$ cat src/rtl/cap_tmr_pkg.sv
`timescale 1ns/1ps
package cap_tmr_pkg;

  typedef enum logic [1:0] {
    MODE_TIMER  = 2'b00,
    MODE_PERIOD = 2'b01,
    MODE_EVENT  = 2'b10,
    MODE_HILO   = 2'b11
  } mode_e;

  typedef struct packed {
    logic  stop;
    logic  edge_fall;
    mode_e mode;
  } ctrl_t;

  localparam logic [1:0] ADDR_LO   = 2'd0;
  localparam logic [1:0] ADDR_HI   = 2'd1;
  localparam logic [1:0] ADDR_CTRL = 2'd2;

endpackage

$ cat src/rtl/cap_tmr_sync.sv
`timescale 1ns/1ps
module cap_tmr_sync #(
  parameter int STAGES = 2
) (
  input  logic clk,
  input  logic rst_n,
  input  logic pin_i,
  output logic rise_o,
  output logic fall_o
);

  logic [STAGES-1:0] stage_q;
  logic              prev_q;
  logic              level;

  genvar g;
  generate
    for (g = 0; g < STAGES; g++) begin : g_stage
      logic stage_d;
      if (g == 0) begin : g_first
        always_comb stage_d = pin_i;
      end else begin : g_next
        always_comb stage_d = stage_q[g-1];
      end
      always_ff @(posedge clk or negedge rst_n) begin
        if (!rst_n) stage_q[g] <= 1'b0;
        else        stage_q[g] <= stage_d;
      end
    end
  endgenerate

  assign level = stage_q[STAGES-1];

  always_ff @(posedge clk or negedge rst_n) begin
    if (!rst_n) prev_q <= 1'b0;
    else        prev_q <= level;
  end

  always_comb begin
    rise_o = level & ~prev_q;
    fall_o = ~level & prev_q;
  end

  // a detected edge is a single-cycle event
  a_r7_edge_single: assert property (@(posedge clk) disable iff (!rst_n)
    (rise_o || fall_o) |=> !(rise_o || fall_o));

endmodule

$ cat src/rtl/cap_tmr_regs.sv
`timescale 1ns/1ps
module cap_tmr_regs
  import cap_tmr_pkg::*;
#(
  parameter int CNT_W = 16
) (
  input  logic             clk,
  input  logic             rst_n,
  input  logic             wr_en_i,
  input  logic             rd_en_i,
  input  logic [1:0]       addr_i,
  input  logic [7:0]       wdata_i,
  input  logic [CNT_W-1:0] cnt_i,
  input  logic [CNT_W-1:0] cap_i,
  output ctrl_t            ctrl_o,
  output logic [CNT_W-1:0] latch_o,
  output logic             load_o,
  output logic [CNT_W-1:0] load_val_o,
  output logic [7:0]       rdata_o
);

  localparam int HI_W = CNT_W - 8;

  ctrl_t            ctrl_q, ctrl_d;
  logic [7:0]       stage_q, stage_d;
  logic [7:0]       hold_q, hold_d;
  logic [CNT_W-1:0] latch_q, latch_d;
  logic [CNT_W-1:0] src;
  logic             commit;
  logic             meas;

  always_comb begin
    meas   = (ctrl_q.mode == MODE_PERIOD) || (ctrl_q.mode == MODE_HILO);
    src    = meas ? cap_i : cnt_i;
    commit = wr_en_i && (addr_i == ADDR_HI);

    load_val_o = {wdata_i[HI_W-1:0], stage_q};
    load_o     = commit && ctrl_q.stop;

    ctrl_d  = ctrl_q;
    stage_d = stage_q;
    latch_d = latch_q;
    hold_d  = hold_q;
    if (wr_en_i && (addr_i == ADDR_CTRL)) ctrl_d  = ctrl_t'(wdata_i[3:0]);
    if (wr_en_i && (addr_i == ADDR_LO))   stage_d = wdata_i;
    if (commit)                           latch_d = load_val_o;
    if (rd_en_i && (addr_i == ADDR_HI))   hold_d  = src[7:0];

    case (addr_i)
      ADDR_LO:   rdata_o = hold_q;
      ADDR_HI:   rdata_o = 8'(src[CNT_W-1:8]);
      ADDR_CTRL: rdata_o = {4'b0000, ctrl_q};
      default:   rdata_o = 8'h00;
    endcase
  end

  always_ff @(posedge clk or negedge rst_n) begin
    if (!rst_n) begin
      ctrl_q  <= '0;
      stage_q <= '0;
      hold_q  <= '0;
      latch_q <= '1;
    end else begin
      ctrl_q  <= ctrl_d;
      stage_q <= stage_d;
      hold_q  <= hold_d;
      latch_q <= latch_d;
    end
  end

  assign ctrl_o  = ctrl_q;
  assign latch_o = latch_q;

  // a staged low byte leaves the reload latch alone
  a_r8_low_stage_only: assert property (@(posedge clk) disable iff (!rst_n)
    (wr_en_i && addr_i == ADDR_LO) |=> $stable(latch_q));

  // the low-byte read returns what the high-byte read saw
  a_r9_snapshot: assert property (@(posedge clk) disable iff (!rst_n)
    (rd_en_i && addr_i == ADDR_HI) |=> hold_q == $past(src[7:0]));

endmodule

$ cat src/rtl/cap_tmr_core.sv
`timescale 1ns/1ps
module cap_tmr_core
  import cap_tmr_pkg::*;
#(
  parameter int CNT_W = 16
) (
  input  logic             clk,
  input  logic             rst_n,
  input  logic             tick_i,
  input  logic             rise_i,
  input  logic             fall_i,
  input  ctrl_t            ctrl_i,
  input  logic [CNT_W-1:0] latch_i,
  input  logic             load_i,
  input  logic [CNT_W-1:0] load_val_i,
  output logic [CNT_W-1:0] cnt_o,
  output logic [CNT_W-1:0] cap_o,
  output logic             unf_o,
  output logic             edge_o
);

  logic [CNT_W-1:0] cnt_q, cnt_d;
  logic [CNT_W-1:0] cap_q, cap_d;
  logic             unf_q, unf_d;
  logic             edg_q, edg_d;
  logic             sel_edge, cnt_ev, cap_ev;

  always_comb begin
    sel_edge = ctrl_i.edge_fall ? fall_i : rise_i;
    cnt_ev   = (ctrl_i.mode == MODE_EVENT) ? sel_edge : tick_i;
    case (ctrl_i.mode)
      MODE_PERIOD: cap_ev = sel_edge;
      MODE_HILO:   cap_ev = rise_i | fall_i;
      default:     cap_ev = 1'b0;
    endcase

    cnt_d = cnt_q;
    cap_d = cap_q;
    unf_d = 1'b0;
    edg_d = 1'b0;
    if (load_i) begin
      cnt_d = load_val_i;
    end else if (!ctrl_i.stop) begin
      if (cap_ev) begin
        cap_d = cnt_q;
        cnt_d = latch_i;
        edg_d = 1'b1;
      end else if (cnt_ev) begin
        if (cnt_q == '0) begin
          cnt_d = latch_i;
          unf_d = 1'b1;
        end else begin
          cnt_d = cnt_q - 1'b1;
        end
      end
    end
  end

  always_ff @(posedge clk or negedge rst_n) begin
    if (!rst_n) begin
      cnt_q <= '1;
      cap_q <= '0;
      unf_q <= 1'b0;
      edg_q <= 1'b0;
    end else begin
      cnt_q <= cnt_d;
      cap_q <= cap_d;
      unf_q <= unf_d;
      edg_q <= edg_d;
    end
  end

  assign cnt_o  = cnt_q;
  assign cap_o  = cap_q;
  assign unf_o  = unf_q;
  assign edge_o = edg_q;

  // a plain count event lowers the counter by one
  a_r2_decrement: assert property (@(posedge clk) disable iff (!rst_n)
    (!ctrl_i.stop && !load_i && tick_i && ctrl_i.mode != MODE_EVENT && !cap_ev && cnt_q != '0)
    |=> cnt_q == CNT_W'($past(cnt_q) - 1'b1));

  // an underflow request comes with the reload value
  a_r3_underflow_reload: assert property (@(posedge clk) disable iff (!rst_n)
    unf_q |-> cnt_q == $past(latch_i));

  // a capture holds the count seen just before it
  a_r5_capture_value: assert property (@(posedge clk) disable iff (!rst_n)
    edg_q |-> cap_q == $past(cnt_q));

  // the capture register only moves with a capture request
  a_r12_capture_quiet: assert property (@(posedge clk) disable iff (!rst_n)
    !edg_q |-> $stable(cap_q));

  // stop freezes counter and capture
  a_r11_stop_freezes: assert property (@(posedge clk) disable iff (!rst_n)
    (ctrl_i.stop && !load_i) |=> ($stable(cnt_q) && $stable(cap_q)));

  // at most one request per cycle
  a_r6_one_request: assert property (@(posedge clk) disable iff (!rst_n)
    $onehot0({unf_q, edg_q}));

endmodule

$ cat src/rtl/cap_timer.sv
`timescale 1ns/1ps
module cap_timer
  import cap_tmr_pkg::*;
#(
  parameter int CNT_W       = 16,
  parameter int SYNC_STAGES = 2
) (
  input  logic       clk,
  input  logic       rst_n,
  input  logic       tick_i,
  input  logic       pin_i,
  input  logic       wr_en_i,
  input  logic       rd_en_i,
  input  logic [1:0] addr_i,
  input  logic [7:0] wdata_i,
  output logic [7:0] rdata_o,
  output logic       unf_req_o,
  output logic       edge_req_o
);

  logic [1:0]       rst_pipe_q;
  logic             rst_sync_n;
  logic             rise, fall;
  ctrl_t            ctrl;
  logic [CNT_W-1:0] latch_val, load_val, cnt_val, cap_val;
  logic             load_stb;

  always_ff @(posedge clk or negedge rst_n) begin
    if (!rst_n) rst_pipe_q <= 2'b00;
    else        rst_pipe_q <= {rst_pipe_q[0], 1'b1};
  end
  assign rst_sync_n = rst_pipe_q[1];

  cap_tmr_sync #(.STAGES(SYNC_STAGES)) u_sync (
    .clk    (clk),
    .rst_n  (rst_sync_n),
    .pin_i  (pin_i),
    .rise_o (rise),
    .fall_o (fall)
  );

  cap_tmr_regs #(.CNT_W(CNT_W)) u_regs (
    .clk        (clk),
    .rst_n      (rst_sync_n),
    .wr_en_i    (wr_en_i),
    .rd_en_i    (rd_en_i),
    .addr_i     (addr_i),
    .wdata_i    (wdata_i),
    .cnt_i      (cnt_val),
    .cap_i      (cap_val),
    .ctrl_o     (ctrl),
    .latch_o    (latch_val),
    .load_o     (load_stb),
    .load_val_o (load_val),
    .rdata_o    (rdata_o)
  );

  cap_tmr_core #(.CNT_W(CNT_W)) u_core (
    .clk        (clk),
    .rst_n      (rst_sync_n),
    .tick_i     (tick_i),
    .rise_i     (rise),
    .fall_i     (fall),
    .ctrl_i     (ctrl),
    .latch_i    (latch_val),
    .load_i     (load_stb),
    .load_val_i (load_val),
    .cnt_o      (cnt_val),
    .cap_o      (cap_val),
    .unf_o      (unf_req_o),
    .edge_o     (edge_req_o)
  );

  // a commit while stopped lands in the counter
  a_r13_stopped_load: assert property (@(posedge clk) disable iff (!rst_sync_n)
    load_stb |=> cnt_val == $past(load_val));

endmodule

$ cat config.mk
export PLATFORM = sky130hd
export DESIGN_NAME = cap_timer
export DESIGN_NICKNAME = d
export VERILOG_FILES = /design/src/rtl/cap_tmr_pkg.sv /design/src/rtl/cap_tmr_sync.sv /design/src/rtl/cap_tmr_regs.sv /design/src/rtl/cap_tmr_core.sv /design/src/rtl/cap_timer.sv
export SDC_FILE = /design/constraint.sdc
export NUM_CORES = 1
export LEC_CHECK = 0
export BUFFER_PORTS_ARGS = -buffer_cell sky130_fd_sc_hd__buf_2
export CAP_MARGIN = 25
export CORE_MARGIN = 2
export CORE_UTILIZATION = 35
export DETAILED_ROUTE_END_ITERATION = 10
export MAX_ROUTING_LAYER = met4
export PLACE_DENSITY_LB_ADDON = 0.05
export SLEW_MARGIN = 10
export SYNTH_ARGS = -nofsm -noshare
export SYNTH_HDL_FRONTEND = slang
export SYNTH_SLANG_ARGS = --single-unit
$ cat constraint.sdc
create_clock -name clk -period 5.2 [get_ports clk]
set_input_delay 0.26 -clock clk [delete_from_list [all_inputs] [get_ports clk]]
set_output_delay 0.26 -clock clk [all_outputs]
set_load 0.02 [all_outputs]
==> impl_metrics.yaml <==
outcome:
  outcome: "finished, final reports clean"
cts:
  cts_root_buffer: "clkbuf_8"
  clk_path_buf_depth: 2
  path_clk_slew_ns: 0.08
  cts-resized-gates: 0
  cts_tree: "done"
  cts_inserted_buffers: 9
  clock_latency_ns: 0.34
  cts.sinks: 75
  cts_setup_buffers: 0
  htree_num_levels: 3
timing:
  rsz0062_at_grt: "no"
  setup_viol: 0
  fin_crit_sh_pct: 52.3
  worst_pin_slew_ns: 1.00
  finalSetupTns_ns: 0
  relSlewSlack_pct: 33.2
  fmax_mhz: 368
  finalMaxSlewViolations: 0
  setup_ws_ns: 2.48
  min_period_ns: 2.72
  fin_skew_ns: 0.0116
  hold_violations: 0
layout:
  syn_to_final_growth_pct: 10.6
  final_common_cell: "nand2_1"
  layout_common_cells: "nand2_1, dfrtp_1, dfstp_2, mux2_2, buf_2"
  nNetsFinal: 416
  diodes: 0
  design_area_mm2: 0.00431
  drive_above_1_share_pct: 26.7
global_routing:
  grt_pass1_vias: 2934
  antenna_found_initial: 0
  grt_first_pass_wirelength_um: 16200
  grt_overflow: 0
  grt_start_max_net_pins: 74
  grtUsageTotal_pct: 18.8
pwr:
  irDropWorstVdd_mv: 0.149
  power_density_mw_per_mm2: 494
  power_mw: 2.13
  p_leak_nw: 1.83
place:
  place_ws_ns: 2.48
  dp_hpwl_um: 6730
  io_buffers: 25
  place_congestion: 0.744
  dpl_cell_area_mm2: 0.00407
floorplan:
  start_util_pct: 36.0
  die-area_mm2: 0.0120
  coreArea_mm2: 0.0108
  ioPinCount: 26
  die_w_um: 110
  fp.dieH_um: 110
  num_rows: 38
synth:
  synth_cell_types: 56
  synth_edf_count: 0
  syn_nets: 404
  ys_warn_count: 0
  synth_top_area_cell: "dfrtp_1"
  syn-instance-count: 384
  ys_ff_latch: 75
  synth-seq-area-share_pct: 49.2
  synthArstFlopShare_pct: 100
  synth_area_leaders: "dfrtp_1, dfstp_2, mux2_2, nand2_1, mux2i_1"
  synthFlopType: "dfrtp_1"
  syn_area_per_cell_um2: 10.2
  synthDominantCellAreaShare_pct: 27.6
  netlist_area_mm2: 0.00390
route:
  wl_per_cell_um: 18.6
  wl_met2_um: 4640
  drcViolationCount: 0
  drt-total-wl_um: 10100
  drt_iter0_drc: 152
  highest_layer: "met4"
  met1_length_um: 4950
  first_pass_iters: 4
  vias: 2888
  wl_met3_um: 365
  via_per_inst: 5.34
  ant_nets: 0
worst_setup_path:
  endpoint_kind: "register"
  slowest_stage: "dfrtp_1"
  max_stage_delay_ns: 1.01
  crit_path_max_fanout: 21
  startpoint_type: "register"
  path_delay_family: "flip-flops"
  worstPathCellList: "and2b_1, mux2_4, o21a_1, and3_1, a311o_1"
  cp.required_ns: 5.47
  cp.buffers_inverters: 0
  cp.arrival_ns: 2.98
  path_class: "register to register"
min_path:
  hold_class: "primary input to register"
run:
  cap_violations: 0
## repair_timing
action	in CTS	in global routing
hold buffers	1	0
hold endpoints to repair	2	0
setup endpoints to repair	0	0
## state kept, by name, summed over array words and instances, names as in the netlist
| name | count |
|---|---|
| rst_pipe_q | 2 |
| u_core.cap_o | 16 |
| u_core.cnt_o | 16 |
| u_core.edge_o | 1 |
| u_core.unf_o | 1 |
| u_regs.ctrl_o | 4 |
| u_regs.hold_q | 8 |
| u_regs.latch_o | 16 |
| u_regs.stage_q | 8 |
| u_sync.g_stage.stage_d | 1 |
| u_sync.level | 1 |
| u_sync.prev_q | 1 |
## Yosys cell counts, types with 3 or more instances
library cell / count
a211oi_1: 9
a21boi_0: 3
a21oi_1: 10
a311o_1: 4
buf_1: 4
buf_2: 10
buf_6: 4
clkbuf_1: 10
dfrtp_1: 43
dfstp_2: 32
ha_1: 4
inv_1: 5
mux2_2: 26
mux2i_1: 20
nand2_1: 71
nand3_1: 7
nand3b_1: 3
nand4_1: 5
nor2_1: 22
nor3_1: 15
nor4_1: 3
o211ai_1: 3
o21ai_0: 13
o21ai_1: 4
o22ai_1: 4
o2bb2ai_1: 9
o31ai_1: 3
xnor2_1: 3
xor2_1: 4
## layer usage
layer,track usage [%],vias up
met5,-,-
met4,5.42,0
met3,2.55,10
met2,29.3,51
met1,25.8,1440
li1,-,1387
## worst register-to-register path, cell delays in order (launching register included)
cell	delay (ns)
dfrtp_1	1.01
and2b_1	0.30
mux2_4	0.31
o21a_1	0.41
and3_1	0.29
a311o_1	0.31
## layout make-up
class	count	area, um^2
multi-input cells	274	1810
flip-flops and latches	75	1920
inverters	7	26.3
fillers	1111	6530
clock buffers	11	131
well taps	140	175
clock inverters	5	78.8
repair buffers	29	170
## where the power goes
part           switching, mW  total (mW)  internal [mW]
sequential             0.234        1.06          0.826
combinational          0.300       0.577          0.276
clock                  0.223       0.493          0.270
## metrics by stage
step | hold slack (ns) | instances | util [%]
global route | 0.000991 | 541 | 39.8
floorplan | -0.0356 | 384 | -
detailed placement | 0.0468 | 523 | 37.5
finish | 0.0226 | 541 | 39.8
global placement | 0.0448 | 523 | 37.5
CTS | 0.00503 | 540 | 39.6
## logic make-up (layout without fill, tap and decap cells)
group,after synthesis,in the layout,synth area share [%]
AND/OR/NAND/NOR,140,140,16.8
flip-flops,75,75,49.2
AO/OA/AOI/OAI,74,74,13.2
multiplexers,48,48,13.4
buffers and inverters,35,52,4.46
XOR/XNOR,7,7,1.57
adder cells (fa/ha/maj),4,4,1.28
other,1,1,0.0962
## path summary, 6_finish.rpt
path                                               from                             endpoint  slack (ns)  cells past startpoint
max                        u_regs.ctrl_o[0]$_DFFE_PN0P_         u_core.cnt_o[15]$_DFFE_PN1P_        2.48                      5
min                                               pin_i  u_sync.g_stage[1].stage_d$_DFF_PN0_        0.02                      1
max reg2reg                u_regs.ctrl_o[0]$_DFFE_PN0P_         u_core.cnt_o[15]$_DFFE_PN1P_        2.48                      5
min reg2reg                     rst_pipe_q[1]$_DFF_PN0_        u_regs.stage_q[0]$_DFFE_PN0P_        0.31                      0
max in group asynchronous       rst_pipe_q[1]$_DFF_PN0_          u_core.cnt_o[3]$_DFFE_PN1P_        4.27                      1
min in group asynchronous                         rst_n              rst_pipe_q[1]$_DFF_PN0_        0.22                      2
Power figures use the tool's default switching activity.
